### config.mk
export PLATFORM = sky130hd
export DESIGN_NAME = flags_reg
export DESIGN_NICKNAME = d
export VERILOG_FILES = /design/src/rtl/flags_pkg.sv /design/src/rtl/flags_wmask.sv /design/src/rtl/flags_rshape.sv /design/src/rtl/flags_reg.sv
export SDC_FILE = /design/constraint.sdc
export NUM_CORES = 1
export LEC_CHECK = 0
export BUFFER_PORTS_ARGS = -buffer_cell sky130_fd_sc_hd__buf_4
export CORE_MARGIN = 3
export CORE_UTILIZATION = 45
export CTS_BUF_LIST = sky130_fd_sc_hd__clkbuf_2 sky130_fd_sc_hd__clkbuf_4 sky130_fd_sc_hd__clkbuf_8
export DETAILED_ROUTE_END_ITERATION = 12
export PLACE_DENSITY = 0.83
export SETUP_SLACK_MARGIN = 0.15
export SYNTH_ARGS = -nofsm -noshare
export SYNTH_HDL_FRONTEND = slang
export SYNTH_SLANG_ARGS = --single-unit
export TNS_END_PERCENT = 50
### constraint.sdc
create_clock -name clk_i -period 1.4 [get_ports clk_i]
set_input_delay 0.07 -clock clk_i [delete_from_list [all_inputs] [get_ports clk_i]]
set_output_delay 0.07 -clock clk_i [all_outputs]
set_load 0.02 [all_outputs]
### src/rtl/flags_pkg.sv
package flags_pkg;
  localparam int FLAGS_W    = 32;
  localparam int B_ONE      = 1;
  localparam int B_PRIV_LO  = 12;
  localparam int B_PRIV_HI  = 13;
  localparam int B_TASK     = 14;
  localparam int B_TOP      = 15;
  localparam int B_ALNCHK   = 18;
  localparam int B_IDPROBE  = 21;

  localparam logic [FLAGS_W-1:0] RESET_VAL = 32'h0000_0002;

  // bits with no special rule
  localparam logic [FLAGS_W-1:0] PLAIN_MASK =
    ~((32'h1 << B_ONE) | (32'hF << B_PRIV_LO) | (32'h1 << B_ALNCHK) | (32'h1 << B_IDPROBE));

  typedef enum logic [1:0] {
    GEN_OLD16   = 2'd0,
    GEN_NEW16   = 2'd1,
    GEN_EARLY32 = 2'd2,
    GEN_LATE32  = 2'd3
  } gen_e;
endpackage

### src/rtl/flags_wmask.sv
module flags_wmask
  import flags_pkg::*;
#(
  parameter int GEN = 3
) (
  input  logic               pmode_i,
  input  logic [1:0]         cpl_i,
  output logic [FLAGS_W-1:0] mask_o
);
  localparam bit HAS_PRIV  = (GEN >= int'(GEN_NEW16));
  localparam bit FREE_REAL = (GEN >= int'(GEN_EARLY32));
  localparam bit HAS_ID    = (GEN == int'(GEN_LATE32));

  logic open_upper;
  assign open_upper = HAS_PRIV && (FREE_REAL || pmode_i);

  always_comb begin
    mask_o = PLAIN_MASK;
    if (open_upper) begin
      mask_o[B_TASK] = 1'b1;
      if (!pmode_i || cpl_i == 2'd0) begin
        mask_o[B_PRIV_HI] = 1'b1;
        mask_o[B_PRIV_LO] = 1'b1;
      end
    end
    if (HAS_ID) begin
      mask_o[B_ALNCHK]  = 1'b1;
      mask_o[B_IDPROBE] = 1'b1;
    end
  end
endmodule

### src/rtl/flags_rshape.sv
module flags_rshape
  import flags_pkg::*;
#(
  parameter int GEN = 3
) (
  input  logic [FLAGS_W-1:0] state_i,
  input  logic               pmode_i,
  output logic [FLAGS_W-1:0] rd_o
);
  logic [FLAGS_W-1:0] keep;
  logic [FLAGS_W-1:0] force1;

  generate
    if (GEN == int'(GEN_OLD16)) begin : g_old16
      logic unused_pmode;
      assign unused_pmode = pmode_i;
      assign keep   = ~((32'hF << B_PRIV_LO) | (32'h1 << B_ALNCHK) | (32'h1 << B_IDPROBE));
      assign force1 = (32'hF << B_PRIV_LO) | (32'h1 << B_ONE);
    end else if (GEN == int'(GEN_NEW16)) begin : g_new16
      // real mode hides the whole upper nibble
      assign keep   = pmode_i
                    ? ~((32'h1 << B_TOP) | (32'h1 << B_ALNCHK) | (32'h1 << B_IDPROBE))
                    : ~((32'hF << B_PRIV_LO) | (32'h1 << B_ALNCHK) | (32'h1 << B_IDPROBE));
      assign force1 = 32'h1 << B_ONE;
    end else if (GEN == int'(GEN_EARLY32)) begin : g_early32
      logic unused_pmode;
      assign unused_pmode = pmode_i;
      assign keep   = ~((32'h1 << B_TOP) | (32'h1 << B_ALNCHK) | (32'h1 << B_IDPROBE));
      assign force1 = 32'h1 << B_ONE;
    end else begin : g_late32
      logic unused_pmode;
      assign unused_pmode = pmode_i;
      assign keep   = ~(32'h1 << B_TOP);
      assign force1 = 32'h1 << B_ONE;
    end
  endgenerate

  assign rd_o = (state_i & keep) | force1;
endmodule

### src/rtl/flags_reg.sv
module flags_reg
  import flags_pkg::*;
#(
  parameter int GEN = 3
) (
  input  logic               clk_i,
  input  logic               rst_ni,
  input  logic               we_i,
  input  logic [31:0]        wd_i,
  input  logic               pmode_i,
  input  logic [1:0]         cpl_i,
  output logic [31:0]        rd_o
);
  logic [FLAGS_W-1:0] flags_q;
  logic [FLAGS_W-1:0] wmask;

  flags_wmask #(.GEN(GEN)) u_wmask (
    .pmode_i (pmode_i),
    .cpl_i   (cpl_i),
    .mask_o  (wmask)
  );

  always_ff @(posedge clk_i or negedge rst_ni) begin
    if (!rst_ni)    flags_q <= RESET_VAL;
    else if (we_i)  flags_q <= (wd_i & wmask) | (flags_q & ~wmask);
  end

  flags_rshape #(.GEN(GEN)) u_rshape (
    .state_i (flags_q),
    .pmode_i (pmode_i),
    .rd_o    (rd_o)
  );

  AST_BIT1_SET: assert property (@(posedge clk_i) disable iff (!rst_ni)
    rd_o[B_ONE]) else $error("bit1 clear");
  AST_PLAIN_STORE: assert property (@(posedge clk_i) disable iff (!rst_ni)
    we_i |=> ((rd_o & PLAIN_MASK) == ($past(wd_i) & PLAIN_MASK))) else $error("plain bits");
  AST_HOLD_IDLE: assert property (@(posedge clk_i) disable iff (!rst_ni)
    !we_i |=> $stable(flags_q)) else $error("state moved");
  AST_OLD_NIBBLE: assert property (@(posedge clk_i) disable iff (!rst_ni)
    (GEN == 0) |-> (rd_o[15:12] == 4'hF)) else $error("old nibble");
  AST_NEW16_REAL: assert property (@(posedge clk_i) disable iff (!rst_ni)
    (GEN == 1 && !pmode_i) |-> (rd_o[15:12] == 4'h0)) else $error("new16 real");
  AST_TOP_CLEAR: assert property (@(posedge clk_i) disable iff (!rst_ni)
    (GEN >= 1 && (GEN >= 2 || pmode_i)) |-> !rd_o[B_TOP]) else $error("bit15 set");
  AST_PRIV_GATE: assert property (@(posedge clk_i) disable iff (!rst_ni)
    (GEN >= 2 && we_i && pmode_i && cpl_i != 2'd0) |=>
      (rd_o[13:12] == $past(rd_o[13:12]))) else $error("priv field moved");
  AST_ALN_FIXED: assert property (@(posedge clk_i) disable iff (!rst_ni)
    (GEN < 3) |-> !rd_o[B_ALNCHK]) else $error("bit18 set");
  AST_ID_FIXED: assert property (@(posedge clk_i) disable iff (!rst_ni)
    (GEN < 3) |-> !rd_o[B_IDPROBE]) else $error("bit21 set");
endmodule

# Word level (Yosys, flattened, before mapping)

Cells that the tools add are included.

Bits in registers: 32
Input port bits: 38
Logic and storage cells: 9

Mux-type cells: 1
Bitwise logic cells: 4
Reductions and logical operators: 3

Operators by type and width:

| kind              | number |
|---|---|
| 32-bit AND        | 2 |
| 32-bit NOT        | 1 |
| 32-bit OR         | 1 |
| 2-bit logical NOT | 1 |
| 2-bit 2-to-1 mux  | 1 |
| 1-bit logical NOT | 1 |
| 1-bit logical OR  | 1 |

# Depth between registers and ports, before layout

Depth after elaboration: 6
Gate-level depth with buffers: 3

# Cells and area by module

From an unflattened synthesis, not the netlist that was laid out.

Cell total of the unflattened synthesis: 167
Area, all modules: 1921.8 µm²

By module, submodules not included:

| module       | instances | cells an instance | area each (µm²) | sequential area each (µm²) |
|---|---|---|---|---|
| flags_reg    | 1         | 99                | 1428.9          | 802.0 |
| flags_rshape | 1         | 34                | 247.7           | 0.0 |
| flags_wmask  | 1         | 34                | 245.2           | 0.0 |

# Worst setup path before layout

OpenSTA, ideal clock, no wires.

Path type: reg-to-reg
From: reg flags_q[0]
To: reg flags_q[0]
Library setup time: 0.125 ns
Arrival: 0.701 ns
Data required time: 1.275 ns
Slack: 0.574 ns
Stages on the path, launching flop included: 2
Path buffers: 0
Clock period less this slack: 0.826 ns
Path through: dfrtp_1 > mux2_2

Cells in the longest elaborated chain, start to end: 2

RTL lines:

| what                   | line            | text |
|---|---|---|
| from (decl)            | flags_reg.sv:14 | `logic [FLAGS_W-1:0] flags_q;` |
| from (signal assigned) | flags_reg.sv:25 | `else if (we_i) flags_q <= (wd_i & wmask) \| (flags_q & ~wmask);` |
| 32-bit AND             | flags_reg.sv:25 |  |
| 32-bit OR              | flags_reg.sv:25 |  |

Every way passes these cells.
A chain may end at the register's enable or synchronous reset.

# Final worst setup path

From: reg flags_q[14]
To: out rd_o[14]

RTL lines:

| what      | line            | text |
|---|---|---|
| to (decl) | flags_reg.sv:12 | `output logic [31:0] rd_o` |

No word-level cell between the ends.

==> summary.md <==
| Metric | Value |
|---|---|
| Hold slack | `0.0256 ns` |
| Final WS setup | `0.442 ns` |
| Final Total Pwr | `2.05 mW` |
| Final hold vios | `0` |
| Worst-Skew Late Latency | `0.32 ns` |
| Detail-routed net length per standard cell | `15.7 um` |
| Fill count | `125` |
| Clock skew | `0 ns` |
| Adder-Cell Fraction of Synth Area | `0%` |
| Core area | `2340 sq um` |
| Share of layout cells above drive strength 1 | `58.2%` |
| Fin crit period | `0.958 ns` |
| RSZ-0062 raised after global routing | `no` |
| DRC viols | `0` |
| Register area share after synthesis | `63.8%` |
| Max-cap violations | `0` |
| Vias/cell | `4.84` |
| CP top delay family | `flip-flops` |
| Synth warn | `0` |
| Largest regs | `flags_q (28)` |
| RePlAce Congestion | `0.683` |
| Final ANT Viol Nets | `0` |
| Yosys cell types | `11` |
| Largest stage delay on the critical path | `0.40 ns` |
| Compound-Gate Fraction of Synth Area | `2.13%` |
| Cell Pwr Density | `1020 nW/um^2` |
| CTS buffer count | `5` |
| Total GRT Usage | `20.7%` |
| Hpwl dp | `1.90 mm` |
| Critical path arrival | `0.89 ns` |
| CTS sink cnt | `30` |
| Setup crit end kind | `output pin` |
| HP Class | `in -> reg` |
| Gr ovfl total | `0` |
| Synthesized net count | `112` |
| Startpoint Class | `flop` |
| Yosys reg bits | `30` |
| Rows | `17` |
| Final WL | `3.11 mm` |
| Post-Synth Simple-Gate Area | `1.81%` |
| DR vias | `958` |
| CP Cell Sequence | `buf_4` |
| Biggest register | `flags_q` |
| Htree depth | `2` |
| Die Width | `57.1 um` |
| Buf+Inv Stages, Crit Path | `1` |
| Tcrit/Tclk final | `68.4%` |
| Reg2Reg Setup Slack | `0.61 ns` |
| Crit Path Max Fanout | `2` |
| Achievable clock frequency | `1.04 GHz` |
| Placed Instances | `162` |
| Critical Path RT | `1.33 ns` |
| Main combinational cell family by area after synthesis | `multiplexers` |
| Fin area | `2000 sq um` |
| CTS tree | `built` |
| Status | `complete, no violations` |
| CTS Buffer Depth | `2` |
| Largest register FFs | `28` |
| DP Area | `1650 sq um` |
| Mapped Area | `1180 sq um` |
| Initial antenna violation count | `0` |
| Setup TNS | `0 ns` |
| I/O Buffers | `65` |
| Die Area | `3260 sq um` |
| Antenna diodes | `0` |
| Pre-CTS setup slack | `0.388 ns` |
| Final setup violation count | `0` |
| Layout Utilization | `85.6%` |
| Post-route insts no fill | `198` |
| Cell count after synthesis | `74` |
| Post-synthesis mux area share | `26.8%` |
| Post-synthesis area per instance | `15.9 sq um` |
| Postcts setup bufs | `0` |
| DR pass1 iterations | `4` |
| Initial detailed-routing violation count | `9` |
| CP Class | `reg -> out` |
| Leakage | `0.958 nW` |
| Peak VDD IR | `0.951 mV` |
| Clk slew on worst S/H paths | `0.09 ns` |
| Initial core utilization | `50.3%` |
| Final max-slew violation count | `0` |
| # nets final | `209` |
| First-pass GRT wire length | `4.90 mm` |
| Critical-path top delay cell | `dfrtp_1` |
| Largest net degree at the start of global routing | `33` |
| Die Y | `57.1 um` |
| CTS root buf | `clkbuf_4` |
| P&R area growth vs syn | `70.2%` |
| # IOs | `70` |
| Vias in the first global route | `1049` |
| Xor and xnor area share after synthesis | `0%` |
-- kinds of logic (layout without fill, tap and decap cells) --
family | after synthesis | count (layout)
mux | 28 | 28
other cells | 2 | 2
compound gates | 3 | 3
buf+inv | 7 | 103
simple gates | 4 | 4
flops | 30 | 30
-- cell usage after synthesis, drive strengths merged --
cell type / instances / area (sq um)
o21a: 1 / 7.51
mux2: 28 / 315
nor3b: 1 / 7.51
dfrtp: 30 / 751
nor2b: 1 / 6.26
o32ai: 2 / 17.5
inv: 2 / 7.51
nand2: 2 / 7.51
buf: 5 / 48.8
conb: 2 / 7.51
-- timing repair --
item	CTS	global route
hold endpoints to repair	59	0
gates resized for setup	0	0
hold buffers	30	0
-- placed cells by master (no fill, tap or decap) --
cell / instances
buf_4: 65
dfrtp_1: 30
dlygate4sd3_1: 30
mux2_2: 28
clkbuf_4: 5
inv_1: 2
nand2_1: 2
o32ai_1: 2
conb_1: 2
nor3b_1: 1
nor2b_1: 1
o21a_1: 1
clkbuf_8: 1
-- area by class of cell --
class	instances	area, sq um	share of cell area (%)
inverter	2	7.51	0.375
timing repair buffer	95	788	39.4
clock buffer	6	51.3	2.56
sequential	30	751	37.5
tap	28	35.0	1.75
multi-input combinational	37	369	18.4
-- worst min-delay path, cell delays in order --
cell and delay [ns]:
buf_4 0.11, nand2_1 0.05, o32ai_1 0.07
-- final timing paths --
kind                                  start           to  depth (start not counted)
worst min-delay path               wd_i[12]         flop                          3
worst max-delay path            flags_q[14]     rd_o[14]                          1
min in group asynchronous            rst_ni  flags_q[11]                          2
max in group asynchronous            rst_ni  flags_q[22]                          2
worst max register to register         flop         flop                          2
worst min register to register  flags_q[22]  flags_q[22]                          1
-- where the power goes --
part           switching [mW]  internal (mW)  leakage [nW]
Clock                   0.269          0.226        0.0302
Combinational           0.247          0.304         0.575
Sequential             0.0488          0.954         0.352
-- routing by layer --
layer,up-vias,track usage (%),share of wire [%]
li1,444,-,-
met1,457,20.6,37
met2,49,37.2,53
met3,8,9.28,7.8
met4,0,8.61,2.1
met5,-,0,0
(Power assumes the default switching activity.)
